### config.mk
export PLATFORM = sky130hd
export DESIGN_NAME = pwr_seq_ctrl
export DESIGN_NICKNAME = d
export VERILOG_FILES = /design/src/rtl/pwr_seq_pkg.sv /design/src/rtl/seq_sync.sv /design/src/rtl/btn_debounce.sv /design/src/rtl/phase_timer.sv /design/src/rtl/pwr_seq_fsm.sv /design/src/rtl/pwr_seq_ctrl.sv
export SDC_FILE = /design/constraint.sdc
export NUM_CORES = 1
export LEC_CHECK = 0
export ABC_CLOCK_PERIOD_IN_PS = 2230
export BUFFER_PORTS_ARGS = -buffer_cell sky130_fd_sc_hd__buf_2
export CAP_MARGIN = 20
export CORE_ASPECT_RATIO = 1.25
export CORE_MARGIN = 2
export CORE_UTILIZATION = 40
export CTS_CLUSTER_SIZE = 12
export DETAILED_ROUTE_END_ITERATION = 8
export GPL_ROUTABILITY_DRIVEN = 0
export PLACE_DENSITY = 0.69
export RECOVER_POWER = 50
export SYNTH_ARGS = -nofsm -noshare
export SYNTH_HDL_FRONTEND = slang
export SYNTH_HIERARCHICAL = 1
export SYNTH_SLANG_ARGS = --single-unit
### constraint.sdc
create_clock -name clk_i -period 2.23 [get_ports clk_i]
set_clock_uncertainty 0.15 [all_clocks]
set_input_delay 0.1115 -clock clk_i [delete_from_list [all_inputs] [get_ports clk_i]]
set_output_delay 0.1115 -clock clk_i [all_outputs]
set_load 0.05 [all_outputs]
### src/rtl/pwr_seq_pkg.sv
`timescale 1ns/1ps
package pwr_seq_pkg;

  typedef enum logic [2:0] {
    SEQ_OFF      = 3'd0,
    SEQ_WAIT_PG  = 3'd1,
    SEQ_CLK_WAIT = 3'd2,
    SEQ_BUS_HOLD = 3'd3,
    SEQ_RUN      = 3'd4,
    SEQ_FAULT    = 3'd5
  } seq_state_e;

  typedef struct packed {
    logic susp_n;
    logic clk_en;
    logic bus_rst_n;
    logic core_rst_n;
  } seq_out_t;

  // True once a counter that started at zero has covered 'lim' cycles.
  function automatic logic limit_reached(input int unsigned count, input int unsigned lim);
    return (count + 1) >= lim;
  endfunction

  function automatic int unsigned max3(input int unsigned a, input int unsigned b,
                                       input int unsigned c);
    int unsigned m;
    m = (a > b) ? a : b;
    return (m > c) ? m : c;
  endfunction

  function automatic int cnt_width(input int unsigned maxval);
    int w;
    w = $clog2(maxval + 1);
    return (w < 1) ? 1 : w;
  endfunction

  // Output levels per state; suspend is the master line for the supply.
  function automatic seq_out_t decode_outputs(input seq_state_e st);
    seq_out_t o;
    o.susp_n     = 1'b1;
    o.clk_en     = 1'b0;
    o.bus_rst_n  = 1'b0;
    o.core_rst_n = 1'b0;
    case (st)
      SEQ_WAIT_PG:  o.susp_n = 1'b0;
      SEQ_CLK_WAIT: begin o.susp_n = 1'b0; o.clk_en = 1'b1; end
      SEQ_BUS_HOLD: begin o.susp_n = 1'b0; o.clk_en = 1'b1; o.bus_rst_n = 1'b1; end
      SEQ_RUN:      begin o.susp_n = 1'b0; o.clk_en = 1'b1; o.bus_rst_n = 1'b1;
                          o.core_rst_n = 1'b1; end
      default:      ;
    endcase
    return o;
  endfunction

endpackage

### src/rtl/seq_sync.sv
`timescale 1ns/1ps
module seq_sync #(
  parameter int WIDTH  = 3,
  parameter int STAGES = 2
) (
  input  logic             clk_i,
  input  logic             rst_ni,
  input  logic [WIDTH-1:0] d_i,
  output logic [WIDTH-1:0] q_o
);
  logic [WIDTH-1:0] chain [STAGES];

  for (genvar g = 0; g < STAGES; g++) begin : g_stage
    if (g == 0) begin : g_first
      always_ff @(posedge clk_i or negedge rst_ni) begin
        if (!rst_ni) chain[g] <= '0;
        else         chain[g] <= d_i;
      end
    end else begin : g_next
      always_ff @(posedge clk_i or negedge rst_ni) begin
        if (!rst_ni) chain[g] <= '0;
        else         chain[g] <= chain[g-1];
      end
    end
  end

  assign q_o = chain[STAGES-1];
endmodule

### src/rtl/btn_debounce.sv
`timescale 1ns/1ps
module btn_debounce
  import pwr_seq_pkg::*;
#(
  parameter int DEBOUNCE_CYC = 4
) (
  input  logic clk_i,
  input  logic rst_ni,
  input  logic level_i,
  output logic press_o
);
  localparam int CW = cnt_width(DEBOUNCE_CYC);

  logic          stable_q;
  logic [CW-1:0] cnt_q;
  logic          differs;
  logic          settle;

  assign differs = (level_i != stable_q);
  assign settle  = differs && limit_reached(32'(cnt_q), DEBOUNCE_CYC);
  assign press_o = settle && level_i;

  always_ff @(posedge clk_i or negedge rst_ni) begin
    if (!rst_ni) begin
      stable_q <= 1'b0;
      cnt_q    <= '0;
    end else if (!differs) begin
      cnt_q <= '0;
    end else if (settle) begin
      stable_q <= level_i;
      cnt_q    <= '0;
    end else begin
      cnt_q <= cnt_q + 1'b1;
    end
  end

  if (DEBOUNCE_CYC > 1) begin : g_chk
    AST_PRESS_QUALIFIED: assert property (@(posedge clk_i) disable iff (!rst_ni)
      press_o |-> $past(level_i));
  end
endmodule

### src/rtl/phase_timer.sv
`timescale 1ns/1ps
module phase_timer #(
  parameter int CW = 5
) (
  input  logic          clk_i,
  input  logic          rst_ni,
  input  logic          clear_i,
  output logic [CW-1:0] count_o
);
  always_ff @(posedge clk_i or negedge rst_ni) begin
    if (!rst_ni)              count_o <= '0;
    else if (clear_i)         count_o <= '0;
    else if (count_o != '1)   count_o <= count_o + 1'b1;
  end
endmodule

### src/rtl/pwr_seq_fsm.sv
`timescale 1ns/1ps
module pwr_seq_fsm
  import pwr_seq_pkg::*;
#(
  parameter int PG_TIMEOUT  = 20,
  parameter int CLK_TIMEOUT = 16,
  parameter int CORE_HOLD   = 8,
  parameter int TW          = 5
) (
  input  logic          clk_i,
  input  logic          rst_ni,
  input  logic          press_i,
  input  logic          pg_i,
  input  logic          ck_i,
  input  logic [TW-1:0] tmr_cnt_i,
  output logic          tmr_clear_o,
  output seq_out_t      outs_o
);
  seq_state_e state_q, state_d;

  // Named internal events.
  logic powered, pg_lost, pg_wait_expired, clk_wait_expired, hold_done, got_pg, got_clk;

  assign powered          = (state_q == SEQ_CLK_WAIT) || (state_q == SEQ_BUS_HOLD) ||
                            (state_q == SEQ_RUN);
  assign pg_lost          = powered && !pg_i;
  assign got_pg           = (state_q == SEQ_WAIT_PG) && pg_i;
  assign got_clk          = (state_q == SEQ_CLK_WAIT) && pg_i && ck_i;
  assign pg_wait_expired  = (state_q == SEQ_WAIT_PG) && !pg_i &&
                            limit_reached(32'(tmr_cnt_i), PG_TIMEOUT);
  assign clk_wait_expired = (state_q == SEQ_CLK_WAIT) && pg_i && !ck_i &&
                            limit_reached(32'(tmr_cnt_i), CLK_TIMEOUT);
  assign hold_done        = (state_q == SEQ_BUS_HOLD) && pg_i && ck_i &&
                            limit_reached(32'(tmr_cnt_i), CORE_HOLD);

  always_comb begin
    state_d = state_q;
    case (state_q)
      SEQ_OFF, SEQ_FAULT: if (press_i) state_d = SEQ_WAIT_PG;
      SEQ_WAIT_PG: begin
        if (got_pg)               state_d = SEQ_CLK_WAIT;
        else if (pg_wait_expired) state_d = SEQ_FAULT;
      end
      SEQ_CLK_WAIT: begin
        if (pg_lost)               state_d = SEQ_WAIT_PG;
        else if (got_clk)          state_d = SEQ_BUS_HOLD;
        else if (clk_wait_expired) state_d = SEQ_FAULT;
      end
      SEQ_BUS_HOLD: begin
        if (pg_lost)        state_d = SEQ_WAIT_PG;
        else if (hold_done) state_d = SEQ_RUN;
      end
      SEQ_RUN: if (pg_lost) state_d = SEQ_WAIT_PG;
      default: state_d = SEQ_OFF;
    endcase
  end

  always_ff @(posedge clk_i or negedge rst_ni) begin
    if (!rst_ni) state_q <= SEQ_OFF;
    else         state_q <= state_d;
  end

  assign tmr_clear_o = (state_d != state_q);
  assign outs_o      = decode_outputs(state_q);

  // Age of the bus-reset release, kept for the hold check.
  logic [TW-1:0] bus_age_q;
  always_ff @(posedge clk_i or negedge rst_ni) begin
    if (!rst_ni)                bus_age_q <= '0;
    else if (!outs_o.bus_rst_n) bus_age_q <= '0;
    else if (bus_age_q != '1)   bus_age_q <= bus_age_q + 1'b1;
  end

  logic susp_n_w, clk_en_w, bus_w, core_w;
  assign susp_n_w = outs_o.susp_n;
  assign clk_en_w = outs_o.clk_en;
  assign bus_w    = outs_o.bus_rst_n;
  assign core_w   = outs_o.core_rst_n;

  AST_OFF_QUIET: assert property (@(posedge clk_i) disable iff (!rst_ni)
    (susp_n_w && !press_i) |=> susp_n_w);
  AST_CLK_AFTER_PG: assert property (@(posedge clk_i) disable iff (!rst_ni)
    $rose(clk_en_w) |-> $past(pg_i));
  AST_BUS_NEEDS_CLK: assert property (@(posedge clk_i) disable iff (!rst_ni)
    $rose(bus_w) |-> ($past(ck_i) && clk_en_w));
  AST_CORE_GATED: assert property (@(posedge clk_i) disable iff (!rst_ni)
    $rose(core_w) |-> $past(pg_i && ck_i && bus_w));
  AST_CORE_HOLD_MIN: assert property (@(posedge clk_i) disable iff (!rst_ni)
    $rose(core_w) |-> (32'(bus_age_q) >= CORE_HOLD));
  AST_PG_LOSS_RESET: assert property (@(posedge clk_i) disable iff (!rst_ni)
    (clk_en_w && !pg_i) |=> (!clk_en_w && !bus_w && !core_w && !susp_n_w));
  AST_PG_TIMEOUT: assert property (@(posedge clk_i) disable iff (!rst_ni)
    pg_wait_expired |=> susp_n_w);
  AST_CLK_TIMEOUT: assert property (@(posedge clk_i) disable iff (!rst_ni)
    clk_wait_expired |=> (susp_n_w && !clk_en_w));
  AST_RUN_IGNORES_BTN: assert property (@(posedge clk_i) disable iff (!rst_ni)
    (core_w && pg_i) |=> core_w);
endmodule

### src/rtl/pwr_seq_ctrl.sv
`timescale 1ns/1ps
module pwr_seq_ctrl
  import pwr_seq_pkg::*;
#(
  parameter int DEBOUNCE_CYC = 4,
  parameter int PG_TIMEOUT   = 20,
  parameter int CLK_TIMEOUT  = 16,
  parameter int CORE_HOLD    = 8,
  parameter int SYNC_STAGES  = 2
) (
  input  logic clk_i,
  input  logic rst_ni,
  input  logic button_i,
  input  logic pwr_good_i,
  input  logic clk_stable_i,
  output logic susp_n_o,
  output logic supply_en_n_o,
  output logic clk_en_o,
  output logic bus_rst_n_o,
  output logic core_rst_n_o
);
  localparam int MAX_LIM = max3(PG_TIMEOUT, CLK_TIMEOUT, CORE_HOLD);
  localparam int TW      = cnt_width(MAX_LIM);

  logic [2:0]    raw_in, synced;
  logic          btn_s, pg_s, ck_s, press;
  logic          tmr_clear;
  logic [TW-1:0] tmr_cnt;
  seq_out_t      outs;
  logic          suspend_active;

  assign raw_in = {button_i, pwr_good_i, clk_stable_i};

  seq_sync #(.WIDTH(3), .STAGES(SYNC_STAGES)) u_sync (
    .clk_i(clk_i), .rst_ni(rst_ni), .d_i(raw_in), .q_o(synced));

  assign btn_s = synced[2];
  assign pg_s  = synced[1];
  assign ck_s  = synced[0];

  btn_debounce #(.DEBOUNCE_CYC(DEBOUNCE_CYC)) u_deb (
    .clk_i(clk_i), .rst_ni(rst_ni), .level_i(btn_s), .press_o(press));

  phase_timer #(.CW(TW)) u_tmr (
    .clk_i(clk_i), .rst_ni(rst_ni), .clear_i(tmr_clear), .count_o(tmr_cnt));

  pwr_seq_fsm #(
    .PG_TIMEOUT(PG_TIMEOUT), .CLK_TIMEOUT(CLK_TIMEOUT),
    .CORE_HOLD(CORE_HOLD), .TW(TW)
  ) u_fsm (
    .clk_i(clk_i), .rst_ni(rst_ni), .press_i(press), .pg_i(pg_s), .ck_i(ck_s),
    .tmr_cnt_i(tmr_cnt), .tmr_clear_o(tmr_clear), .outs_o(outs));

  // Supply enable is the inverse of an asserted (low) suspend line.
  assign suspend_active = ~outs.susp_n;
  assign susp_n_o       = outs.susp_n;
  assign supply_en_n_o  = ~suspend_active;
  assign clk_en_o       = outs.clk_en;
  assign bus_rst_n_o    = outs.bus_rst_n;
  assign core_rst_n_o   = outs.core_rst_n;
endmodule

* Yosys cells after proc, flatten, opt, wreduce, memory -nomap -nowiden
Cells that the tools add are included.
** Storage, ports and cells
- Bits in registers :: 18
- Logic and storage cells :: 64
- Output and inout port bits :: 5
- Input port bits :: 5
** Cells by class
- Muxes and demuxes :: 18
- $add $sub $neg :: 4
- Equal/unequal tests :: 8
- Reduce and logical (&&, ||, !) cells :: 24
- Magnitude comparators :: 4
** Operator list (number)
- $ge A32 B5 Y1 const B :: 2
- $mux W3 :: 11
- $ge A32 B3 Y1 const B :: 1
- $ge A32 B4 Y1 const B :: 1
- $pmux W3 S5 :: 1
- $logic_and A1 B1 Y1 :: 13
- $mux W5 :: 2
- $add A5 B1 Y6 const B :: 1
- $eq A3 B2 Y1 const B :: 2
- $eq A3 B3 Y1 const B :: 2
- $add A5 B1 Y5 const B :: 1
- $ne A5 B5 Y1 const B :: 1
- $add A3 B1 Y4 const B :: 1
- $mux W1 :: 4
- $reduce_or A2 Y1 :: 2
- $reduce_or A4 Y1 :: 1
- $add A3 B1 Y3 const B :: 1
- $eq A3 B1 Y1 const B :: 1
- $logic_not A3 Y1 :: 1
- $ne A3 B3 Y1 :: 1
- $reduce_or A3 Y1 :: 1
- $logic_not A1 Y1 :: 2
- $logic_or A1 B1 Y1 :: 2
- $reduce_and A2 Y1 :: 1
- 2 further kinds :: 2

* Depth between registers and ports, before layout
- Depth in word-level cells :: 10
- Mapped depth :: 9
- Gate-level depth less buffers :: 9

* By module
Netlist, hierarchy kept.
** Modules (own cells, without submodules)
- pwr_seq_fsm :: instances 1, seq. area each 75.1 µm², cells each 61, area each 444.2 µm²
- phase_timer :: instances 1, seq. area each 125.1 µm², cells each 20, area each 236.5 µm²
- btn_debounce :: instances 1, seq. area each 100.1 µm², cells each 15, area each 195.2 µm²
- seq_sync :: instances 1, seq. area each 150.1 µm², cells each 9, area each 172.7 µm²
- pwr_seq_ctrl :: instances 1, seq. area each 0.0 µm², cells each 1, area each 7.5 µm²

* Worst setup path after synthesis
No wires, ideal clock.
- Path kind :: register to register
- From :: register u_deb.cnt_q[0]
- To :: register u_tmr.count_o[0]
- Setup slack :: 0.377 ns
- Library setup time :: 0.073 ns
- Arrival time :: 1.630 ns
- Cell stages (with the launch flop) :: 10
- Cells stage by stage :: dfrtp_1 ha_1 nor2_1 a21oi_4 and3b_2 o21ai_0 mux2i_1 o21ai_0 nand3_1 nor2_1
** Between the ends
- Longest elaborated chain between the ends :: 8
** Ends and longest elaborated chain
- from (decl) :: RTL line btn_debounce.sv:15 : logic [CW-1:0] cnt_q;
- from (signal assigned) :: RTL line btn_debounce.sv:33 : cnt_q <= cnt_q + 1'b1;
- $add A3 B1 Y4 * :: RTL line pwr_seq_pkg.sv:22 : return (count + 1) >= lim;
- $ge A32 B3 Y1 * :: RTL line pwr_seq_pkg.sv:22
- $logic_and A1 B1 Y1 * :: RTL line btn_debounce.sv:20 : assign settle = differs && limit_reached(32'(cnt_q), DEBOUNCE_CYC);
- $logic_and A1 B1 Y1 * :: RTL line btn_debounce.sv:21 : assign press_o = settle && level_i;
- named net press :: RTL line pwr_seq_ctrl.sv:26 : logic btn_s, pg_s, ck_s, press;
- $mux W3 * :: RTL line pwr_seq_fsm.sv:39 : SEQ_OFF, SEQ_FAULT: if (press_i) state_d = SEQ_WAIT_PG;
- $pmux W3 S5 * :: RTL line pwr_seq_fsm.sv:38 : case (state_q)
- $ne A3 B3 Y1 * :: RTL line pwr_seq_fsm.sv:63 : assign tmr_clear_o = (state_d != state_q);
- named net tmr_clear :: RTL line pwr_seq_ctrl.sv:27 : logic tmr_clear;
- $mux W5 or $reduce_bool A2 Y1 (tied branches)
- to (signal assigned) :: RTL line phase_timer.sv:13 : else if (count_o != '1) count_o <= count_o + 1'b1;
- to (decl) :: RTL line phase_timer.sv:8 : output logic [CW-1:0] count_o
Mark *: on every way through the listed nets, which the timed path passes. The rest lies on a longest branch.
A chain may end at the register's enable or synchronous reset.

* Worst setup path after layout
- From :: register u_deb.cnt_q[0]
- To :: register u_tmr.count_o[2]
Same word-level chain as after synthesis.

==> metrics <==
core box area around 0.0025 mm^2; P&R area growth vs syn 5.45%; most instantiated cells after synthesis dfrtp_1, buf_4, nor2_1; crit-path cells ha_1 -> nor2_1 -> a21oi_4 -> and3b_2 -> a21oi_1 -> mux2i_1 -> o21ai_0 -> nand3_2 -> nor2_1; clock-pin slew on the worst setup and hold paths 0.09 ns; initial antenna violation count 0; CTS tree yes; root buf cell clkbuf_4; Post-synth EDFFs 0; Tmin final around 2 ns; net load switching power roughly 390 uW; DRT iter0 DRCs 12; CP max-delay cell dfrtp_1; outcome finished clean; MaxCap Viol Count 0; layout cells sized above 1 0.174; Worst Hold Class register to register; Leakage approximately 0.5 nW; post-synthesis instance total roughly 110; vias per cell ~5.1; First-pass DRT Iterations 4; switching share of power 0.410; Final Setup Violations 0; flops & latches, synth 18; # diodes 0; Crit path arrival time 2.11 ns; cell with the most instances after synthesis dfrtp_1; Die Ht 61.4 um; Seq/Total Area, Yosys 0.427; largest cells by area after synthesis dfrtp_1, buf_4, ha_1, nor2_1, mux2i_1; Port Buf Inserts 9; fillers 250; Starting Density 0.426; Setup TNS 0 ns; Tot GR Track Use 0.135; routed len/inst roughly 12 um; most frequent CP cell nor2_1; pwr dens about 850 mW/mm^2; cell row count 20; Detailed Place HPWL roughly 1300 um; clk buf depth 2; final WL between 1500 and 2000 um; num ports 10; max incr delay on CP 0.41 ns; maximum clock frequency a little under 500 MHz; Comb pwr share 0.358; vias 729; total grt overflow 0; predominant post-synthesis flop cell dfrtp_1; worst-skew pair later-pin latency between 0.2 and 0.3 ns; final hold vios 0; Worst setup SP type register; Yosys warnings 6; WP data required ~2.3 ns; Final Slew Violations 0; power share of the clock group 0.158; total CTS buffers 3; Worst VDD drop slightly below 500 uV; Multi-input gate area between 500 and 600 um^2; FF+latch area 450 um^2; synthesized area around 0.0011 mm^2; worst slew pin tran slightly below 0.9 ns; CP endpoint kind register; nets@finish about 120; asr flop ratio synth 1.00; Yosys top cell area share 0.427; first-pass GRT wire length about 3100 um; antenna-violating nets left 0; Synth Net Count approximately 110; sequential share of power 0.483; vias in the first global route approximately 730; Int Pwr around 560 uW; Yosys cell types 45; Chip Width approximately 50 um; Rel. slew slack 0.408; syn avg cell area 9.96 um^2; Overall Power about 940 uW; Synth area leader dfrtp_1; pin count of the biggest net entering global routing 19; RSZ-0062 raised after global routing no; fin crit share 0.917; # clock sinks 18; critical path peak fanout 5; DIE AREA between 0.003 and 0.004 mm^2; htree depth 1; Crit Path Category register to register; # DRC 0
## cell type report
| type | count | area share |
|---|---|---|
| sequential | 18 | 0.404 |
| timing repair buffer | 13 | 0.0753 |
| inverter | 3 | 0.0101 |
| multi-input combinational | 72 | 0.453 |
| tap | 33 | 0.0371 |
| clock buffer | 3 | 0.0202 |
## per-stage QoR
stage	hold WS (ns)	instances	instance area [um^2]	setup slack, ns	util
final	0.204	142	1110	0.184	0.449
after detailed placement	-0.0983	135	1050	0.188	0.423
after floorplan	-0.334	106	1060	0.377	-
after global routing	0.216	142	1110	0.000573	0.449
after global placement	-0.101	135	1050	0.296	0.423
after CTS	0.122	142	1110	0.176	0.448
## registers in the layout (all words and copies together), names as in the netlist
register / flops
u_sync/chain: 3
u_tmr/count_o: 5
u_sync/q_o: 3
u_deb/cnt_q: 3
u_deb/stable_q: 1
u_fsm/state_q: 3
## worst max-delay path, delay by kind of cell (launching register included)
kind | cells | cell delay (ns)
DFF | 1 | 0.41
and+or+nand+nor | 4 | 0.70
adders and majority gates | 1 | 0.22
muxes | 1 | 0.09
AOI/OAI and AO/OA | 3 | 0.42
## metal layers
| layer | up-vias | share of wire | wire [um] | track usage |
|---|---|---|---|---|
| met2 | 12 | 0.49 | 815 | 0.238 |
| li1 | 370 | - | - | - |
| met1 | 343 | 0.46 | 772 | 0.162 |
| met5 | - | 0 | 0 | 0 |
| met3 | 4 | 0.025 | 42 | 0.0218 |
| met4 | 0 | 0.020 | 33 | 0.0714 |
## power groups by stage
stage	clock (mW)	sequential (mW)	combinational, mW
5_1_grt	0.173	0.469	0.375
4_1_cts	0.156	0.454	0.339
3_3_place_gp	0	0.458	0.324
2_1_floorplan	0	0.415	0.352
3_5_place_dp	0	0.461	0.332
6_report	0.149	0.455	0.338
## worst paths after layout
path	slack [ns]	cells after the start	start	to
setup / recovery	0.18	9	u_deb/cnt_q[0]$_DFF_PN0_	u_tmr/count_o[2]$_DFFE_PN0P_
hold / removal	0.20	0	u_sync/chain[3]$_DFF_PN0_	u_sync/q_o[0]$_DFF_PN0_
setup reg to reg	0.18	9	u_deb/cnt_q[0]$_DFF_PN0_	u_tmr/count_o[2]$_DFFE_PN0P_
hold reg to reg	0.20	0	u_sync/chain[3]$_DFF_PN0_	u_sync/q_o[0]$_DFF_PN0_
max in group asynchronous	1.08	2	rst_ni	u_tmr/count_o[2]$_DFFE_PN0P_
min in group asynchronous	0.31	2	rst_ni	u_sync/chain[4]$_DFF_PN0_
## cells in the final DEF, fill, tap and decap left out, drive strengths merged, types with 3 or more instances in the layout
| master | netlist | final |
|---|---|---|
| inv | 3 | 3 |
| nand2b | 3 | 3 |
| ha | 3 | 3 |
| nand2 | 8 | 8 |
| dfrtp | 18 | 18 |
| nor2 | 10 | 10 |
| a21oi | 3 | 3 |
| buf | 12 | 8 |
| nor2b | 3 | 3 |
| mux2i | 3 | 3 |
| xnor2 | 3 | 3 |
| xor2 | 3 | 3 |
| dlygate4sd3 | 0 | 4 |
| o21ai | 7 | 7 |
| clkbuf | 1 | 4 |
## logic make-up after synthesis
logic type,share of synthesized area
muxes,0.0427
adders and majority gates,0.0355
xor gates and xnor gates,0.0498
other,0.00355
DFF,0.427
and+or+nand+nor,0.194
buffers and inverters,0.101
AOI/OAI and AO/OA,0.147
## what timing repair did
action	in CTS	in global routing
hold buffers	4	0
setup endpoints to repair	0	5
gates resized for setup	0	1
endpoints found under the hold margin	21	0
buffers inserted	0	0
Note: power is estimated with default switching activity, not from simulation.
